$ cat src/rtl/otp_pkg.sv
package otp_pkg;
    // Command opcodes decoded by the controller
    localparam logic [7:0] OPC_PROG = 8'h9B;
    localparam logic [7:0] OPC_STAT = 8'h05;
    localparam logic [7:0] OPC_WREN = 8'h06;

    // Frame length checkpoints, in whole bytes
    localparam int BYTES_OPCODE = 1;
    localparam int BYTES_HEADER = 4;   // opcode plus three address bytes
    localparam int BYTES_MIN    = 5;   // header plus one data byte
endpackage

$ cat src/rtl/otp_spi_rx.sv
module otp_spi_rx #(
    parameter int SYNC_STAGES = 2,
    parameter int CNT_W       = 3,
    parameter int CNT_SAT     = 5
) (
    input  logic             clk,
    input  logic             rst_n,
    input  logic             sck,
    input  logic             cs_n,
    input  logic             mosi,
    output logic             frame_start,
    output logic             frame_end,
    output logic             sck_fall,
    output logic             byte_vld,
    output logic [7:0]       byte_dat,
    output logic [2:0]       bit_phase,
    output logic [CNT_W-1:0] byte_cnt
);
    typedef struct packed {
        logic [SYNC_STAGES-1:0] sck_sr;
        logic [SYNC_STAGES-1:0] cs_sr;
        logic [SYNC_STAGES-1:0] mosi_sr;
        logic                   sck_prev;
        logic                   cs_prev;
        logic [7:0]             shift;
        logic [2:0]             phase;
        logic [CNT_W-1:0]       nbytes;
        logic                   vld;
        logic [7:0]             dat;
    } rx_t;

    rx_t rx_d, rx_q;

    logic sck_s, cs_s, mosi_s, sck_rise;

    assign sck_s  = rx_q.sck_sr[SYNC_STAGES-1];
    assign cs_s   = rx_q.cs_sr[SYNC_STAGES-1];
    assign mosi_s = rx_q.mosi_sr[SYNC_STAGES-1];

    assign sck_rise    = sck_s & ~rx_q.sck_prev & ~cs_s;
    assign sck_fall    = ~sck_s & rx_q.sck_prev & ~cs_s;
    assign frame_start = ~cs_s & rx_q.cs_prev;
    assign frame_end   = cs_s & ~rx_q.cs_prev;

    always_comb begin
        rx_d          = rx_q;
        rx_d.sck_sr   = {rx_q.sck_sr[SYNC_STAGES-2:0], sck};
        rx_d.cs_sr    = {rx_q.cs_sr[SYNC_STAGES-2:0], cs_n};
        rx_d.mosi_sr  = {rx_q.mosi_sr[SYNC_STAGES-2:0], mosi};
        rx_d.sck_prev = sck_s;
        rx_d.cs_prev  = cs_s;
        rx_d.vld      = 1'b0;
        if (frame_start) begin
            rx_d.phase  = '0;
            rx_d.nbytes = '0;
        end else if (sck_rise) begin
            rx_d.shift = {rx_q.shift[6:0], mosi_s};
            rx_d.phase = 3'(rx_q.phase + 3'd1);
            if (rx_q.phase == 3'd7) begin
                rx_d.vld = 1'b1;
                rx_d.dat = {rx_q.shift[6:0], mosi_s};
                if (rx_q.nbytes != CNT_W'(CNT_SAT)) begin
                    rx_d.nbytes = CNT_W'(rx_q.nbytes + 1'b1);
                end
            end
        end
    end

    always_ff @(posedge clk or negedge rst_n) begin
        if (!rst_n) begin
            rx_q          <= '0;
            rx_q.cs_sr    <= '1;
            rx_q.cs_prev  <= 1'b1;
        end else begin
            rx_q <= rx_d;
        end
    end

    assign byte_vld  = rx_q.vld;
    assign byte_dat  = rx_q.dat;
    assign bit_phase = rx_q.phase;
    assign byte_cnt  = rx_q.nbytes;

    AST_BYTE_ALIGNED: assert property (@(posedge clk) disable iff (!rst_n)
        rx_q.vld |-> (rx_q.phase == 3'd0));
endmodule

$ cat src/rtl/otp_stage_buf.sv
module otp_stage_buf #(
    parameter int DEPTH = 256,
    parameter int WIN   = 64,
    parameter int AW    = $clog2(DEPTH),
    parameter int RAW   = $clog2(WIN),
    parameter int SW    = AW - RAW
) (
    input  logic                  clk,
    input  logic                  wr_en,
    input  logic [AW-1:0]         wr_addr,
    input  logic [7:0]            wr_data,
    input  logic [SW-1:0]         win_sel,
    output logic [WIN-1:0][7:0]   win_data
);
    logic [7:0] mem [DEPTH];

    always_ff @(posedge clk) begin
        if (wr_en) begin
            mem[wr_addr] <= wr_data;
        end
    end

    // One read lane per region byte, taken from the selected window
    for (genvar i = 0; i < WIN; i++) begin : g_lane
        localparam logic [RAW-1:0] LANE = RAW'(i);
        assign win_data[i] = mem[{win_sel, LANE}];
    end
endmodule

$ cat src/rtl/otp_region.sv
module otp_region #(
    parameter int BYTES = 64,
    parameter int AW    = $clog2(BYTES)
) (
    input  logic                  clk,
    input  logic                  rst_n,
    input  logic                  commit,
    input  logic [BYTES-1:0]      wmask,
    input  logic [BYTES-1:0][7:0] wdata,
    input  logic [AW-1:0]         rd_addr,
    output logic [7:0]            rd_data,
    output logic                  locked
);
    typedef struct packed {
        logic [BYTES-1:0][7:0] mem;
        logic                  lock;
    } reg_t;

    reg_t rg_d, rg_q;

    always_comb begin
        rg_d = rg_q;
        if (commit && !rg_q.lock) begin
            for (int i = 0; i < BYTES; i++) begin
                if (wmask[i]) begin
                    rg_d.mem[i] = wdata[i];
                end
            end
            rg_d.lock = 1'b1;
        end
    end

    always_ff @(posedge clk or negedge rst_n) begin
        if (!rst_n) begin
            rg_q.mem  <= '1;
            rg_q.lock <= 1'b0;
        end else begin
            rg_q <= rg_d;
        end
    end

    assign rd_data = rg_q.mem[rd_addr];
    assign locked  = rg_q.lock;

    AST_REGION_FROZEN: assert property (@(posedge clk) disable iff (!rst_n)
        rg_q.lock |=> $stable(rg_q.mem));
    AST_LOCK_STICKY: assert property (@(posedge clk) disable iff (!rst_n)
        rg_q.lock |=> rg_q.lock);
endmodule

$ cat src/rtl/otp_prog_ctrl.sv
module otp_prog_ctrl
    import otp_pkg::*;
#(
    parameter int PROG_CYCLES = 4000,
    parameter int REG_BYTES   = 64,
    parameter int BUF_BYTES   = 256,
    parameter int SYNC_STAGES = 2
) (
    input  logic                         clk,
    input  logic                         rst_n,
    input  logic                         sck,
    input  logic                         cs_n,
    input  logic                         mosi,
    output logic                         miso,
    output logic                         miso_oe,
    input  logic [$clog2(REG_BYTES)-1:0] region_addr,
    output logic [7:0]                   region_data,
    output logic                         otp_locked
);
    localparam int TW    = $clog2(PROG_CYCLES + 1);
    localparam int RAW   = $clog2(REG_BYTES);
    localparam int BAW   = $clog2(BUF_BYTES);
    localparam int SW    = BAW - RAW;
    localparam int CNT_W = 3;

    typedef struct packed {
        logic                 wel;
        logic                 busy;
        logic [TW-1:0]        timer;
        logic [7:0]           opc;
        logic                 wel_at;
        logic [BAW-1:0]       addr;
        logic [RAW-1:0]       ptr;
        logic [SW-1:0]        win;
        logic [REG_BYTES-1:0] mask;
        logic [7:0]           stat;
        logic                 oe;
    } ctl_t;

    ctl_t c_d, c_q;

    logic             frame_start, frame_end, sck_fall, byte_vld;
    logic [7:0]       byte_dat;
    logic [2:0]       bit_phase;
    logic [CNT_W-1:0] byte_cnt;

    logic                     buf_we;
    logic [BAW-1:0]           buf_wa;
    logic [REG_BYTES-1:0][7:0] win_data;
    logic                     commit;
    logic                     locked;
    logic                     accepted;
    logic [BAW-1:0]           addr_next;

    otp_spi_rx #(
        .SYNC_STAGES (SYNC_STAGES),
        .CNT_W       (CNT_W),
        .CNT_SAT     (BYTES_MIN)
    ) u_rx (
        .clk         (clk),
        .rst_n       (rst_n),
        .sck         (sck),
        .cs_n        (cs_n),
        .mosi        (mosi),
        .frame_start (frame_start),
        .frame_end   (frame_end),
        .sck_fall    (sck_fall),
        .byte_vld    (byte_vld),
        .byte_dat    (byte_dat),
        .bit_phase   (bit_phase),
        .byte_cnt    (byte_cnt)
    );

    otp_stage_buf #(
        .DEPTH (BUF_BYTES),
        .WIN   (REG_BYTES)
    ) u_buf (
        .clk      (clk),
        .wr_en    (buf_we),
        .wr_addr  (buf_wa),
        .wr_data  (byte_dat),
        .win_sel  (c_q.win),
        .win_data (win_data)
    );

    otp_region #(
        .BYTES (REG_BYTES)
    ) u_region (
        .clk     (clk),
        .rst_n   (rst_n),
        .commit  (commit),
        .wmask   (c_q.mask),
        .wdata   (win_data),
        .rd_addr (region_addr),
        .rd_data (region_data),
        .locked  (locked)
    );

    assign accepted  = (c_q.opc == OPC_PROG) && c_q.wel_at && !c_q.busy;
    assign addr_next = BAW'({c_q.addr, byte_dat});

    always_comb begin
        c_d    = c_q;
        buf_we = 1'b0;
        buf_wa = '0;
        commit = 1'b0;

        // Programming timer: busy lasts exactly PROG_CYCLES clocks
        if (c_q.busy) begin
            if (c_q.timer == TW'(PROG_CYCLES - 1)) begin
                c_d.busy  = 1'b0;
                c_d.timer = '0;
                commit    = 1'b1;
            end else begin
                c_d.timer = TW'(c_q.timer + 1'b1);
            end
        end

        if (frame_start) begin
            c_d.opc    = '0;
            c_d.wel_at = c_q.wel;
            c_d.oe     = 1'b0;
        end

        // Byte-level decode of the incoming frame
        if (byte_vld) begin
            if (byte_cnt == CNT_W'(BYTES_OPCODE)) begin
                c_d.opc = byte_dat;
            end else if (accepted) begin
                if (byte_cnt <= CNT_W'(BYTES_HEADER)) begin
                    c_d.addr = addr_next;
                    if (byte_cnt == CNT_W'(BYTES_HEADER)) begin
                        c_d.ptr  = addr_next[RAW-1:0];
                        c_d.win  = addr_next[BAW-1:RAW];
                        c_d.mask = '0;
                    end
                end else begin
                    buf_we          = 1'b1;
                    buf_wa          = {c_q.win, c_q.ptr};
                    c_d.mask[c_q.ptr] = 1'b1;
                    c_d.ptr         = RAW'(c_q.ptr + 1'b1);
                end
            end
        end

        // Status shifter: reload on each byte boundary, shift otherwise
        if (sck_fall) begin
            if (bit_phase == 3'd0 && byte_cnt != '0 && c_q.opc == OPC_STAT) begin
                c_d.stat = {6'b0, c_q.wel, c_q.busy};
                c_d.oe   = 1'b1;
            end else if (c_q.oe) begin
                c_d.stat = {c_q.stat[6:0], 1'b0};
            end
        end

        // End-of-frame checks
        if (frame_end) begin
            c_d.oe = 1'b0;
            if (c_q.opc == OPC_WREN && !c_q.busy &&
                byte_cnt == CNT_W'(BYTES_OPCODE) && bit_phase == 3'd0) begin
                c_d.wel = 1'b1;
            end else if (accepted) begin
                c_d.wel = 1'b0;
                if (bit_phase == 3'd0 && byte_cnt == CNT_W'(BYTES_MIN) && !locked) begin
                    c_d.busy  = 1'b1;
                    c_d.timer = '0;
                end
            end
        end
    end

    always_ff @(posedge clk or negedge rst_n) begin
        if (!rst_n) begin
            c_q <= '0;
        end else begin
            c_q <= c_d;
        end
    end

    assign miso       = c_q.oe & c_q.stat[7];
    assign miso_oe    = c_q.oe;
    assign otp_locked = locked;

    AST_OE_STATUS_ONLY: assert property (@(posedge clk) disable iff (!rst_n)
        c_q.oe |-> (c_q.opc == OPC_STAT));
    AST_BUSY_WEL_LOW: assert property (@(posedge clk) disable iff (!rst_n)
        c_q.busy |-> !c_q.wel);
    AST_TIMER_RANGE: assert property (@(posedge clk) disable iff (!rst_n)
        c_q.busy |-> (c_q.timer < TW'(PROG_CYCLES)));
    AST_LOCK_AT_DONE: assert property (@(posedge clk) disable iff (!rst_n)
        $fell(c_q.busy) |-> locked);
    AST_NO_START_LOCKED: assert property (@(posedge clk) disable iff (!rst_n)
        $rose(c_q.busy) |-> !$past(locked));
endmodule

$ cat config.mk
export PLATFORM = sky130hd
export DESIGN_NAME = otp_prog_ctrl
export DESIGN_NICKNAME = d
export VERILOG_FILES = /design/src/rtl/otp_pkg.sv /design/src/rtl/otp_spi_rx.sv /design/src/rtl/otp_stage_buf.sv /design/src/rtl/otp_region.sv /design/src/rtl/otp_prog_ctrl.sv
export SDC_FILE = /design/constraint.sdc
export NUM_CORES = 2
export LEC_CHECK = 0
export BUFFER_PORTS_ARGS = -buffer_cell sky130_fd_sc_hd__buf_4
export CAP_MARGIN = 10
export CORE_ASPECT_RATIO = 1.5
export CORE_MARGIN = 1
export CORE_UTILIZATION = 35
export DETAILED_ROUTE_END_ITERATION = 12
export REMOVE_ABC_BUFFERS = 1
export SLEW_MARGIN = 20
export SYNTH_ARGS = -nofsm -noshare
export SYNTH_HDL_FRONTEND = slang
export SYNTH_HIERARCHICAL = 1
export SYNTH_SLANG_ARGS = --single-unit
export TNS_END_PERCENT = 30
$ cat constraint.sdc
create_clock -name clk -period 9.41 [get_ports clk]
set_input_delay 1.882 -clock clk [delete_from_list [all_inputs] [get_ports clk]]
set_output_delay 1.882 -clock clk [all_outputs]
set_load 0.02 [all_outputs]
==> results.py <==
metrics = {
    "outcome": {
        "status": "complete, no violations",
    },
    "drt": {
        "met1_length_microns": 98200,
        "ant_nets": 0,
        "top_layer": "met5",
        "route.met3.wl_microns": 12600,
        "drt_iter0_drc": 4513,
        "wl_met2_microns": 147000,
        "vias_per_cell": 5.37,
        "wl_per_cell_microns": 29.2,
        "drt_first_pass_iters": 7,
        "routed_wl_microns": 275000,
        "vias": 50500,
        "drc": 0,
    },
    "critical_path": {
        "setup.worst_path.class": "input port to output pin",
        "start_kind": "input port",
        "worstSetupEndpointType": "output pin",
        "cp_slowest_stage_delay_ns": 0.78,
        "crit_path_top_delay_cell": "o32ai_1",
        "cpMostUsedCell": "buf_4",
        "cp.required_ns": 7.53,
        "crit_fanout": 86,
        "cp_cell_sequence": "clkbuf_8 > buf_4 > mux4_2 > nor2_1 > o32ai_1 > a22o_1 > buf_4",
        "arrival_ns": 5.19,
    },
    "die": {
        "die_area_sq_mm": 0.303,
        "num_rows": 246,
        "die_h_microns": 674,
        "core_area_sq_mm": 0.299,
        "ios": 22,
        "initial_core_util_pct": 35.2,
        "die_w_microns": 450,
    },
    "global_routing": {
        "grt_antenna_before_repair": 12,
        "overflow": 0,
        "grt_max_degree": 174,
        "grt_pass1_vias": 52500,
        "grt_pass1_wl_microns": 393000,
        "grt_usage_pct": 18.0,
    },
    "layout": {
        "drive_gt1_share_pct": 41.2,
        "design_area_sq_mm": 0.120,
        "final_nets": 5239,
        "fill_cells": 26200,
        "utilization_pct": 39.9,
        "stdcell_count": 9402,
        "area_delta_synth_final_pct": 13.4,
    },
    "sta": {
        "relSlewSlack_pct": 19.2,
        "clock_skew_ns": 0.0497,
        "finalSetupViolCount": 0,
        "tns_ns": 0,
        "holdWs_ns": 0.351,
        "min_period_over_period_pct": 75.2,
        "setup_slack_ns": 2.33,
        "final.min_clock_period_ns": 7.08,
        "fmax_mhz": 141,
        "hold_viol": 0,
        "drv_slew": 0,
        "worst_pin_slew_ns": 1.21,
        "grt_setup_unrepaired": "no",
    },
    "placement": {
        "dp_hpwl_microns": 177000,
        "placed_cell_area_sq_mm": 0.111,
        "routabilityCongestion": 0.930,
        "dp.cells": 8953,
        "place_ws_ns": 2.48,
        "port_buffers": 21,
    },
    "synth": {
        "synth_top_area_share_pct": 58.3,
        "synth_edf_count": 2048,
        "synth.most_common_cell": "edfxtp_1",
        "synth_cells": 5024,
        "yosys.area.top_type": "edfxtp_1",
        "synth_seq_cells": 2695,
        "syn-mean-instance-area_sq_um": 21.0,
        "syn_area_sq_mm": 0.105,
        "async_flop_share_pct": 24.0,
        "seq_area_frac_synth_pct": 74.3,
        "yosysWarnings": 6,
        "synth_top_cells_by_count": "edfxtp_1, mux4_2, dfstp_2",
        "netlist_top_cells_area": "edfxtp_1, mux4_2, dfstp_2",
        "post_synth_num_cell_types": 73,
        "ys.flop_type": "edfxtp_1",
    },
    "clocking": {
        "path_clk_slew_ns": 0.06,
        "cts_buffer_depth": 4,
        "root_buffer": "clkbuf_16",
        "cts_max_level": 4,
        "post_cts_resized": 0,
        "cts_setup_buffers": 0,
        "holdBufCountCts": 0,
        "clock_sinks": 2695,
        "clk_latency_ns": 0.91,
        "cts_tree": "done",
        "numCtsBuffers": 235,
    },
    "pwr": {
        "p_leak_nw": 36.6,
        "totalPowerFinal_mw": 23.0,
        "peakVddDrop_mv": 0.156,
        "power_density_mw_per_mm2": 192,
    },
    "flow_run": {
        "cap_violations": 0,
    },
    "min_path": {
        "min_path_type": "register to register",
    },
}
-- cells in the final DEF (no fill, tap or decap), types with 12 or more instances in the layout --
master,count
inv_1,13
a21oi_1,84
clkbuf_1,49
mux4_2,634
nor3_1,140
dfrtp_1,122
clkinv_1,18
o21ai_0,44
diode_2,15
clkinv_2,41
nor2b_1,12
o22ai_1,16
nor3_2,113
buf_4,243
mux2_1,247
dfstp_2,515
edfxtp_1,2048
mux2i_1,20
clkbuf_16,242
nor2_1,112
clkbuf_8,22
mux2_2,292
bufinv_16,30
nand2_1,97
nor4_4,14
-- critical path: cells and delay by family --
kind	cells	cell delay [ns]
buffers and inverters	3	1.46
AOI/OAI and AO/OA	2	1.17
muxes	1	0.35
and+or+nand+nor	1	0.05
-- layer usage --
metal  global-route usage, %  vias to the layer above
li1                        -                    20900
met1                    20.5                    27500
met2                    32.5                     1580
met3                    2.32                      522
met4                    10.2                        4
met5                       0                        -
-- power by group --
group          total [mW]  internal [mW]  switching, mW
Sequential           12.7           12.7         0.0111
Combinational       0.207         0.0575          0.149
Clock                10.1           5.72           4.37
-- flip-flops by register name, summed over array words and instances (netlist names) --
| name | flops |
|---|---|
| c_q | 103 |
| u_rx/cs_s | 1 |
| u_region/rg_q | 512 |
| u_rx/rx_q | 9 |
| u_rx/bit_phase | 3 |
| u_rx/mosi_s | 1 |
| u_region/locked | 1 |
| u_rx/byte_cnt | 3 |
| u_rx/rx_d | 4 |
| miso_oe | 1 |
| u_rx/byte_vld | 1 |
| u_rx/byte_dat | 8 |
| u_buf/mem | 2048 |
-- layout make-up --
cell class,count,area (sq um),share of cell area (%)
multi-input cells,2022,26100,21.8
diodes,15,37.5,0.0314
flip-flops and latches,2695,78400,65.6
clock inverters,122,1480,1.24
inverters,15,56.3,0.0471
well taps,3968,4960,4.15
clock buffers,312,6530,5.46
repair buffers,253,2000,1.67
-- logic make-up after synthesis --
kind of cell	share of synthesized area [%]
AND/OR/NAND/NOR	3.25
adder cells (fa/ha/maj)	0.0712
multiplexers	19.6
flip-flops	74.3
XOR/XNOR	0.0914
AO/OA/AOI/OAI	1.11
buffers and inverters	1.54
-- worst paths after layout --
| path | from | end | slack (ns) | depth (start not counted) |
|---|---|---|---|---|
| max in group asynchronous | rst_n | u_region/rg_q[109] | 6.58 | 3 |
| min reg2reg | u_rx/rx_d[28] | u_rx/cs_s | 0.35 | 0 |
| max reg2reg | c_q[96] | u_buf/mem[142][7] | 4.24 | 7 |
| min | u_rx/rx_d[28] | u_rx/cs_s | 0.35 | 0 |
| min in group asynchronous | rst_n | c_q[25] | 1.04 | 1 |
| max | region_addr[1] | region_data[5] | 2.33 | 7 |
(Power assumes the default switching activity.)
